<file path="config.mk">
export PLATFORM = sky130hd
export DESIGN_NAME = fetch_predecoder
export DESIGN_NICKNAME = d
export VERILOG_FILES = /design/src/rtl/predec_pkg.sv /design/src/rtl/predec_slot.sv /design/src/rtl/predec_datapath.sv /design/src/rtl/predec_boundary.sv /design/src/rtl/fetch_predecoder.sv
export SDC_FILE = /design/constraint.sdc
export NUM_CORES = 1
export LEC_CHECK = 0
export CAP_MARGIN = 10
export CELL_PAD_IN_SITES_DETAIL_PLACEMENT = 1
export CELL_PAD_IN_SITES_GLOBAL_PLACEMENT = 2
export CORE_AREA = 3 3 551 553
export DETAILED_ROUTE_END_ITERATION = 16
export DIE_AREA = 0 0 554 556
export PLACE_DENSITY = 0.44
export SYNTH_ARGS = -nofsm -noshare
export SYNTH_HDL_FRONTEND = slang
export SYNTH_SLANG_ARGS = --single-unit
</file>
<file path="constraint.sdc">
create_clock -name vclk -period 8.01
set_input_delay 2.0025 -clock vclk [all_inputs]
set_output_delay 2.0025 -clock vclk [all_outputs]
set_load 0.02 [all_outputs]
</file>
<file path="src/rtl/predec_pkg.sv">
package predec_pkg;

  localparam int HW_BITS   = 16;
  localparam int WORD_BITS = 32;

  typedef enum logic [1:0] {
    CFI_NONE   = 2'b00,
    CFI_BRANCH = 2'b01,
    CFI_JAL    = 2'b10,
    CFI_JALR   = 2'b11
  } cfiKind_e;

  typedef struct packed {
    logic                 compressed;
    logic                 isCfi;
    cfiKind_e             kind;
    logic                 isCall;
    logic                 isRet;
    logic [WORD_BITS-1:0] offset;
  } slotInfo_t;

  // strobe handed from the datapath to the boundary control
  typedef struct packed {
    logic compressed;
  } slotStrobe_t;

  function automatic logic isLinkReg(input logic [4:0] r);
    return (r == 5'd1) || (r == 5'd5);
  endfunction

endpackage

</file>
<file path="src/rtl/predec_slot.sv">
module predec_slot
  import predec_pkg::*;
(
  input  logic [WORD_BITS-1:0] rawWord,
  output slotInfo_t            info
);

  logic [6:0]  opcode;
  logic [2:0]  funct3;
  logic [4:0]  rdField;
  logic [4:0]  rs1Field;
  logic [1:0]  cQuad;
  logic [2:0]  cFunct3;
  logic [4:0]  cRegHi;
  logic [4:0]  cRegLo;
  logic [WORD_BITS-1:0] immJal;
  logic [WORD_BITS-1:0] immBr;
  logic [WORD_BITS-1:0] immCj;
  logic [WORD_BITS-1:0] immCb;

  assign opcode   = rawWord[6:0];
  assign funct3   = rawWord[14:12];
  assign rdField  = rawWord[11:7];
  assign rs1Field = rawWord[19:15];
  assign cQuad    = rawWord[1:0];
  assign cFunct3  = rawWord[15:13];
  assign cRegHi   = rawWord[11:7];
  assign cRegLo   = rawWord[6:2];

  assign immJal = {{12{rawWord[31]}}, rawWord[19:12], rawWord[20], rawWord[30:21], 1'b0};
  assign immBr  = {{20{rawWord[31]}}, rawWord[7], rawWord[30:25], rawWord[11:8], 1'b0};
  assign immCj  = {{21{rawWord[12]}}, rawWord[8], rawWord[10:9], rawWord[6], rawWord[7],
                   rawWord[2], rawWord[11], rawWord[5:3], 1'b0};
  assign immCb  = {{24{rawWord[12]}}, rawWord[6:5], rawWord[2], rawWord[11:10],
                   rawWord[4:3], 1'b0};

  always_comb begin
    info            = '0;
    info.kind       = CFI_NONE;
    info.compressed = (cQuad != 2'b11);
    if (!info.compressed) begin
      unique case (opcode)
        7'b1101111: begin
          info.kind   = CFI_JAL;
          info.isCfi  = 1'b1;
          info.isCall = isLinkReg(rdField);
          info.offset = immJal;
        end
        7'b1100111: begin
          if (funct3 == 3'b000) begin
            info.kind   = CFI_JALR;
            info.isCfi  = 1'b1;
            info.isCall = isLinkReg(rdField);
            info.isRet  = isLinkReg(rs1Field) && !isLinkReg(rdField);
          end
        end
        7'b1100011: begin
          info.kind   = CFI_BRANCH;
          info.isCfi  = 1'b1;
          info.offset = immBr;
        end
        default: ;
      endcase
    end else if (cQuad == 2'b01) begin
      unique case (cFunct3)
        3'b101: begin
          info.kind   = CFI_JAL;
          info.isCfi  = 1'b1;
          info.offset = immCj;
        end
        3'b001: begin
          info.kind   = CFI_JAL;
          info.isCfi  = 1'b1;
          info.isCall = 1'b1;
          info.offset = immCj;
        end
        3'b110, 3'b111: begin
          info.kind   = CFI_BRANCH;
          info.isCfi  = 1'b1;
          info.offset = immCb;
        end
        default: ;
      endcase
    end else if (cQuad == 2'b10 && cFunct3 == 3'b100 && cRegLo == 5'd0 && cRegHi != 5'd0) begin
      info.kind  = CFI_JALR;
      info.isCfi = 1'b1;
      if (rawWord[12]) begin
        info.isCall = 1'b1;
      end else begin
        info.isRet = isLinkReg(cRegHi);
      end
    end
  end

endmodule

</file>
<file path="src/rtl/predec_datapath.sv">
module predec_datapath
  import predec_pkg::*;
#(
  parameter int NUM_SLOTS = 16
) (
  input  logic [(NUM_SLOTS+1)*HW_BITS-1:0] hwIn,
  output logic [NUM_SLOTS*WORD_BITS-1:0]   rawOut,
  output slotInfo_t [NUM_SLOTS-1:0]        infoOut,
  output slotStrobe_t [NUM_SLOTS-2:0]      strobeOut
);

  for (genvar s = 0; s < NUM_SLOTS; s++) begin : g_slot
    logic [WORD_BITS-1:0] word;
    assign word = hwIn[s*HW_BITS +: WORD_BITS];
    assign rawOut[s*WORD_BITS +: WORD_BITS] = word;

    predec_slot u_slot (
      .rawWord (word),
      .info    (infoOut[s])
    );

    if (s < NUM_SLOTS-1) begin : g_strobe
      assign strobeOut[s].compressed = infoOut[s].compressed;
    end
  end

endmodule

</file>
<file path="src/rtl/predec_boundary.sv">
module predec_boundary
  import predec_pkg::*;
#(
  parameter int NUM_SLOTS = 16
) (
  input  slotStrobe_t [NUM_SLOTS-2:0] strobeIn,
  output logic [NUM_SLOTS-1:0]        startA,
  output logic [NUM_SLOTS-1:0]        startB
);

  assign startA[0] = 1'b1;
  assign startB[0] = 1'b0;
  assign startB[1] = 1'b1;

  for (genvar p = 1; p < NUM_SLOTS; p++) begin : g_chainA
    assign startA[p] = !startA[p-1] || strobeIn[p-1].compressed;
  end

  for (genvar p = 2; p < NUM_SLOTS; p++) begin : g_chainB
    assign startB[p] = !startB[p-1] || strobeIn[p-1].compressed;
  end

endmodule

</file>
<file path="src/rtl/fetch_predecoder.sv">
module fetch_predecoder
  import predec_pkg::*;
#(
  parameter int NUM_SLOTS = 16
) (
  input  logic [(NUM_SLOTS+1)*16-1:0] hwIn,
  output logic [NUM_SLOTS*32-1:0]     rawOut,
  output logic [NUM_SLOTS-1:0]        startVecA,
  output logic [NUM_SLOTS-1:0]        startVecB,
  output logic [NUM_SLOTS-1:0]        compressedVec,
  output logic [NUM_SLOTS-1:0]        cfiVec,
  output logic [NUM_SLOTS*2-1:0]      cfiTypeOut,
  output logic [NUM_SLOTS-1:0]        callVec,
  output logic [NUM_SLOTS-1:0]        retVec,
  output logic [NUM_SLOTS*32-1:0]     offsetOut
);

  slotInfo_t   [NUM_SLOTS-1:0] slotInfo;
  slotStrobe_t [NUM_SLOTS-2:0] slotStrobe;

  predec_datapath #(.NUM_SLOTS(NUM_SLOTS)) u_datapath (
    .hwIn      (hwIn),
    .rawOut    (rawOut),
    .infoOut   (slotInfo),
    .strobeOut (slotStrobe)
  );

  predec_boundary #(.NUM_SLOTS(NUM_SLOTS)) u_boundary (
    .strobeIn (slotStrobe),
    .startA   (startVecA),
    .startB   (startVecB)
  );

  for (genvar s = 0; s < NUM_SLOTS; s++) begin : g_out
    assign compressedVec[s]      = slotInfo[s].compressed;
    assign cfiVec[s]             = slotInfo[s].isCfi;
    assign cfiTypeOut[2*s +: 2]  = slotInfo[s].kind;
    assign callVec[s]            = slotInfo[s].isCall;
    assign retVec[s]             = slotInfo[s].isRet;
    assign offsetOut[32*s +: 32] = slotInfo[s].offset;
  end

endmodule

</file>
# After elaboration in Yosys (flattened, before gate mapping)
# Index checks and enable logic that the tools add are counted.
word_totals:
  register_bits: 0
  input_bits: 272
  output_inout_bits: 1152
  wordCells: 726
op_classes:
  n_eq_ne: 240
  n_mux: 240
  n_reduce_logical: 246
ops:
  columns: ["op", "count"]
  rows:
  - ["32-bit case mux with 2 select lines", 32]
  - ["37-bit two-way mux", 16]
  - ["32-bit two-way mux", 16]
  - ["7-bit == test (second input constant)", 48]
  - ["3-bit == test (second input constant)", 64]
  - ["5-bit by 1-bit == test with 1-bit output (second input constant)", 32]
  - ["5-bit by 3-bit == test with 1-bit output (second input constant)", 32]
  - ["5-bit two-way mux", 32]
  - ["3-bit case mux with 3 select lines", 16]
  - ["3-bit case mux with 2 select lines", 16]
  - ["5-bit logical NOT", 16]
  - ["1-bit two-way mux", 80]
  - ["5-bit nonzero test", 16]
  - ["1-bit logical AND", 64]
  - ["4-bit two-way mux", 16]
  - ["2-bit OR reduction", 32]
  - ["1-bit logical OR", 59]
  - ["3-bit by 1-bit == test with 1-bit output (second input constant)", 16]
  - ["3-bit logical NOT", 16]
  - ["1-bit logical NOT", 43]
  - ["2-bit by 1-bit == test with 1-bit output (second input constant)", 16]
  - ["2-bit == test (second input constant)", 16]
  - ["2-bit inequality test (second input constant)", 16]
  - ["1-bit case mux with 2 select lines", 16]

# Logic depth before layout (Yosys ltp)
# Gate-level depths: netlist (run 1).
depth:
  ltp_word: 29
  mapped_depth: 8
  depth_no_buf: 6

# Modules after synthesis
# From an unflattened synthesis (run 1), not the netlist that was laid out.
hier_totals:
  cells_unflattened: 1990
  hier_area_um2: 14191.1
modules_own_cells:
  columns: ["module", "n_inst", "cells_per_inst", "area_per_inst_um2", "seq_area_each_um2"]
  rows:
  - ["predec_slot (u_datapath.g_slot[0].u_slot ...)", 12, 88, 605.6, 0.0]
  - ["predec_datapath", 1, 527, 3956.3, 0.0]
  - ["predec_slot (u_datapath.g_slot[6].u_slot ...)", 4, 87, 650.6, 0.0]
  - ["predec_boundary", 1, 59, 365.4, 0.0]

# Worst setup path after synthesis (run 1)
# Ideal clock, no wire load.
synth_timing:
  path_type: "in2out"
  start: "in hwIn[49]"
  end: "out offsetOut[117]"
  arrival_time_ps: 4032
  required_ps: 6008
  slack_ps: 1976
  stages: 5
  path_buffers: 1
  cell_sequence: "nand2b_1 -> a21oi_1 -> inv_1 -> o21ai_0 -> buf_4"
synth_between:
  elab_chain_len: 3
  elab_cells_between_ends: 7
  cone_classes: "eq/ne (4); mux (3)"
synth_lines:
  columns: ["item", "line_no", "source"]
  rows:
  - ["from (decl)", "fetch_predecoder.sv:6", "input logic [(NUM_SLOTS+1)*16-1:0] hwIn,"]
  - ["7-bit == test or 2-bit by 1-bit == test with 1-bit output (tied branches)", "predec_slot.sv:42, predec_slot.sv:64", null]
  - ["32-bit case mux with 2 select lines or 32-bit two-way mux (tied branches)", "predec_slot.sv:42, predec_slot.sv:64", null]
  - ["37-bit two-way mux *", "predec_slot.sv:41", "if (!info.compressed) begin"]
  - ["to (decl)", "fetch_predecoder.sv:15", "output logic [NUM_SLOTS*32-1:0] offsetOut"]
# Mark *: on every way between the ends. The rest lies on a longest branch, timed or not.

# Worst setup path in the final report (run 1)
layout_timing:
  start: "in hwIn[96]"
  end: "out offsetOut[216]"
# Same word-level chain as after synthesis.

==> results list, run 1 <==
- The run finished with clean final reports.
* Type of element capturing the critical path: primary output
* Clock tree buffer count of the final layout: 0
* FFs & Latches: 0
- Initial cell density of the core: 0.0454
- The number of global-route vias before repair was 21090.
- The fraction of the mapped netlist area in compound gates is 0.303.
- After detailed routing, the average wire length per cell comes to 27.3 um.
- By area, the combinational part of the netlist is dominated by buffers and inverters.
- Row cnt: 201
* Post-Route Setup TNS: 0 ns
- Number of gates resized after cts: 0
* Vertical extent of the die: 556 um
- Top achievable clock speed: 0.129 GHz
* Finish-stage setup viols: 0
- The floorplan step defined a die boundary enclosing 308000 um^2.
- P&R area growth vs syn: 113%
- Detailed placement finished with a half-perimeter wire length of 171000 um.
* Warnings from Yosys: 0
* ANT nets after route: 0
* Xor/xnor cell area share of the yosys netlist: 0.00903
- Yosys cell types: 71
- Critical path capture point: offsetOut[216]
* Critical Path Source Type: input pin
- Design area: 28900 um^2
- Averaged over all synthesized cells, the footprint is 6.58 um^2.
* Vias per Instance: 2.81
- STA puts the critical path data required time at 6.01 ns.
* Largest net degree at the start of global routing: 14
- Area share of and/or/nand/nor cells after synthesis: 0.245
* Placed standard-cell area: 28900 um^2
- Worst path arrival time: 5.75 ns
- The first routing iteration left 1085 violations.
- For this block, the routed nets add up to 188000 um of wire.
- CTS Hold Buffers Added: 0
- For this run, the detailed router's first-pass iteration total came to 6.
* Area occupied by registers: 0 um^2
- Crit share post-route: 0.968
- In this run the tool buffered the top-level ports with 1405 buffer cells.
* Final global-route overflow total: 0
- DRC errors left: 0
- The detailed router put a total of 63600 um of wire on met1.
- Setup repair after global routing left no endpoint under its margin.
* Final max-slew violation count: 0
* Worst setup path category: in2out
- The die is 554 um wide.
- In the detailed route, the total length drawn on met3 is 8870 um.
- Synthesis handed over a netlist of 2064 instances.
* Transition time at the pin with the least slew margin: 1.06 ns
- Final period demand of the worst path: 7.75 ns
* Fraction of synthesized area in multiplexers: 0.00147
- Core footprint: 299000 um^2
* Amount of wire on met2 after detailed routing: 109000 um
* Highest metal layer used by the detailed router: met4
- The synthesized netlist occupies a cell area of 13600 um^2.
- Final nets: 3205
* Proportion of layout cells with a drive suffix above 1: 0.124
- Global-route wire length before repair: 238000 um
* Boundary pin count: 1424
* Final number of hold-violating endpoints: 0
* Critical path fanouts, max: 12
- At the end of routability-driven placement, the weighted congestion stood at 0.866.
* Total setup buffers inserted after CTS: 0
- Vias post-DR: 19361
* Worst setup path startpoint: hwIn[96]
- Max-slew headroom: 0.289
* Global-route usage over all layers: 0.115
* Sequential share of the synthesized area: 0
- Antenna violations before repair: 17
- Number of violations of the max-capacitance limit: 0
* Synthesized-area fraction occupied by adder cells: 0
- The worst hold path belongs to the class in2out.
[critical path, stage by stage]
cell,delay (ns)
clkdlybuf4s50_1,0.63
buf_4,0.23
and2_2,0.25
inv_1,0.12
or3_4,0.43
nor3_2,0.55
nand2_1,0.15
o21ai_1,0.59
clkdlybuf4s50_1,0.78
[final cells by class]
cell class / count / area, um^2
Tap cell: 3958 / 4950
Fill cell: 35792 / 270000
Multi-Input combinational cell: 1209 / 7670
Inverter: 81 / 309
Antenna cell: 6 / 15.0
Timing Repair Buffer: 1641 / 16000
[synthesized netlist by cell type, types with 21 or more instances]
master	n	area, um^2
a21oi_1	47	235
nor3_1	71	355
a221o_1	27	270
nand2b_1	37	231
nor2b_1	21	131
a22o_1	68	596
buf_4	711	5340
a222oi_1	41	410
and2_1	24	150
nand2_1	210	788
nor2_1	108	405
a21o_1	136	1020
nand3_1	21	105
clkbuf_1	63	236
inv_1	72	270
o21ai_0	93	465
[metal layers]
metal / global-route usage / vias to the layer above
li1: - / 8309
met1: 0.111 / 9804
met2: 0.243 / 1105
met3: 0.0171 / 143
met4: 0.0355 / 0
met5: 0 / -
[metrics by stage]
stage          cells  hold slack, ns  setup slack, ns    util
2_1_floorplan   2081            4.12             1.98       -
3_3_place_gp    6888            4.95            0.446  0.0966
3_5_place_dp    6889            4.95            0.300  0.0967
4_1_cts         6889            4.96            0.278  0.0967
5_1_grt         6889            4.97           0.0689  0.0967
6_report        6895            4.93            0.258  0.0967
[layout by cell type (no fill, tap or decap), drive strengths merged, types with 47 or more instances in the layout]
cell and n:
nor3 89, o21ai 95, clkdlybuf4s50 1356, a22o 82
nand2 212, a21oi 47, nor2 110, a21o 136
buf 285, inv 81
[worst min-delay path by stage]
stage / start / endpoint / cells past startpoint
after global placement: hwIn[237] / offsetOut[425] / 5
after detailed placement: hwIn[237] / offsetOut[425] / 5
final: hwIn[114] / cfiVec[7] / 5
after CTS: hwIn[237] / offsetOut[425] / 5
after global routing: hwIn[237] / offsetOut[425] / 5
after floorplan: hwIn[0] / rawOut[0] / 1
[logic make-up after synthesis]
group / Yosys count
other cells: 2
xor+xnor: 14
mux: 2
compound gates: 542
simple gates: 632
buf+inv: 872
==> run 2, diff against run 1 <==
- CORE_AREA: 3 3 551 553 -> 2 2 559 561
- DIE_AREA: 0 0 554 556 -> 0 0 561 563
- PLACE_DENSITY: 0.44 -> 0.42
- SYNTH_HIERARCHICAL: not set -> 1
==> results list, run 2 <==
- Boundary pin count: 1424 (unchanged)
- The final cell utilization of the core came to 0.0967 (about the same).
- The final routed wire length divided by cell count is 27.8 um (+1.6%).
- The height of the chip came to 563 um (+1.3%).
* Global-route wire length before repair: 242000 um (+1.9%)
- Clock tree buffer count of the final layout: 0 (unchanged)
- Post-Route Setup TNS: 0 ns (unchanged)
* Half-perimeter wire length after placement: 175000 um (+2.4%)
* Transition time at the pin with the least slew margin: 1.20 ns (+0.135 ns)
* Final period demand of the worst path: 7.38 ns (-0.367 ns)
- The average cell area after synthesis is 7.13 um^2 (+8.4%).
* ANT nets after route: 0 (unchanged)
- Number of global-route vias before repair: 20686 (-1.9%)
* Antenna violations before repair: 31 (+14)
- The number of library cell types mapped by synthesis came to 62 (-13%).
- The critical path data arrival time came to 5.38 ns (-0.37 ns).
- The highest attainable clock frequency is 0.135 GHz (+5.0%).
- Top cell type's share of synthesized area: 0.385 (-0.00792)
* Unrepaired setup endpoints after global routing: no
- The register area was 0 um^2 (unchanged).
- Leaving out fill and tap cells, the most frequent cell in the layout is clkdlybuf4s50_1.
- The sequential cell count is 0 (unchanged).
- Final global-route overflow total: 0 (unchanged)
- The sequential-to-total area share from yosys stat was 0 (unchanged).
- The number of buffers inserted to repair setup after CTS was 0 (unchanged).
- Most frequent cells in the layout: 1353 x clkdlybuf4s50_1, 247 x buf_4, 194 x nand2_1, 120 x a21o_1, 92 x nor2_1
* Dominant cells by area after synthesis: buf_4 39%, a21o_1 6.3%, nand2_1 5.1%, a221o_1 3.7%, a22o_1 3.5%
* Number of gates resized after cts: 0 (unchanged)
* Proportion of layout cells with a drive suffix above 1: 0.156 (+0.0314)
- The total global routing track utilization came to 0.116 (+0.000848).
- Relative to the synthesized area, the layout overhead comes to 111%.
* CTS Hold Buffers Added: 0 (unchanged)
- Vias per Instance: 2.82 (+0.53%)
- Required time of the critical path: 6.01 ns (about the same)
- Number of buffer cells added on primary ports: 1405 (unchanged)
- Routability cong.: 0.847 (-2.1%)
- Critical path fanouts, max: 12 (unchanged)
* Total Die Area: 316000 um^2 (+2.5%)
- Vias post-DR: 19856 (+2.6%)
* Combined area of all synthesized cells: 14200 um^2 (+4.5%)
- The min-delay analysis places its worst path in the category in2out.
- Total Routed Length: 195000 um (+3.7%)
- The final-report setup violation count is 0 (unchanged).
* DRC errors left: 0 (unchanged)
* Commonest cells post-synth: 728 x buf_4, 194 x nand2_1, 120 x a21o_1
* Warnings from Yosys: 6 (+6)
- Die X: 561 um (+1.3%)
- The core area is 310000 um^2 (+3.7%).
- The count of nets after finishing is 3160 (-1.4%).
* Final number of hold-violating endpoints: 0 (unchanged)
- STA classifies the critical path startpoint as an input pin.
- Run status: finished, final reports clean
- Type of element capturing the critical path: primary output
- Max-slew headroom: 0.197 (-0.0916)
- The max-slew violation count came to 0 (unchanged).
* Number of violations of the max-capacitance limit: 0 (unchanged)
* Cells after Synth: 1990 (-3.6%)
- By instance count, the leading cell after synthesis is buf_4.
- Largest net degree at the start of global routing: 14 (unchanged)
- Crit share post-route: 0.922 (-0.0458)
- Worst setup path category: in2out
* Row cnt: 205 (+2.0%)
- The number of optimization iterations in the first detailed-route pass is 7 (+1).
* Hold slack: 4.96 ns (+0.0286 ns)
* Initial cell density of the core: 0.0457 (+0.000346)
* Cell accounting for the most synthesized area: buf_4
- The DRC marker count from the first detailed-route iteration came to 1389 (+28%).
run 2: area by class of cell:
cell class         count  area, um^2
repair buffers      1635       16100
diodes                 8        20.0
well taps           4140        5180
multi-input cells   1193        8480
inverters             58         218
fillers            37023      280000
run 2: final timing paths:
kind  slack, ns              to      start  cells past startpoint
min        4.96  offsetOut[324]  hwIn[171]                      5
max        0.63  offsetOut[126]   hwIn[48]                      5
run 2: kinds of logic after synthesis:
kind of cell | count (synthesis) | synth area share
other | 18 | 0.00476
AOI/OAI and AO/OA | 547 | 0.331
xor gates and xnor gates | 4 | 0.00247
buffers and inverters | 798 | 0.405
and+or+nand+nor | 623 | 0.257
run 2: per-layer routing:
| layer | global-route usage | wire, um |
|---|---|---|
| met1 | 0.131 | 75600 |
| met2 | 0.226 | 104000 |
| met3 | 0.0214 | 12100 |
| met4 | 0.0183 | 3620 |
| met5 | 0 | 26 |
run 2: worst max-delay path, cell delays in order:
cell	delay, ns
clkdlybuf4s50_1	0.78
nand2_1	0.33
a211oi_2	0.84
a22o_1	0.67
clkdlybuf4s50_1	0.74
run 2: through the flow:
stage / cells / worst slack, ns / cell area, um^2
after detailed placement: 7026 / 0.256 / 30000
after CTS: 7026 / 0.238 / 30000
after global routing: 7026 / 0.299 / 30000
after floorplan: 1991 / 2.31 / 14200
final: 7034 / 0.625 / 30000
after global placement: 7026 / 0.282 / 30000
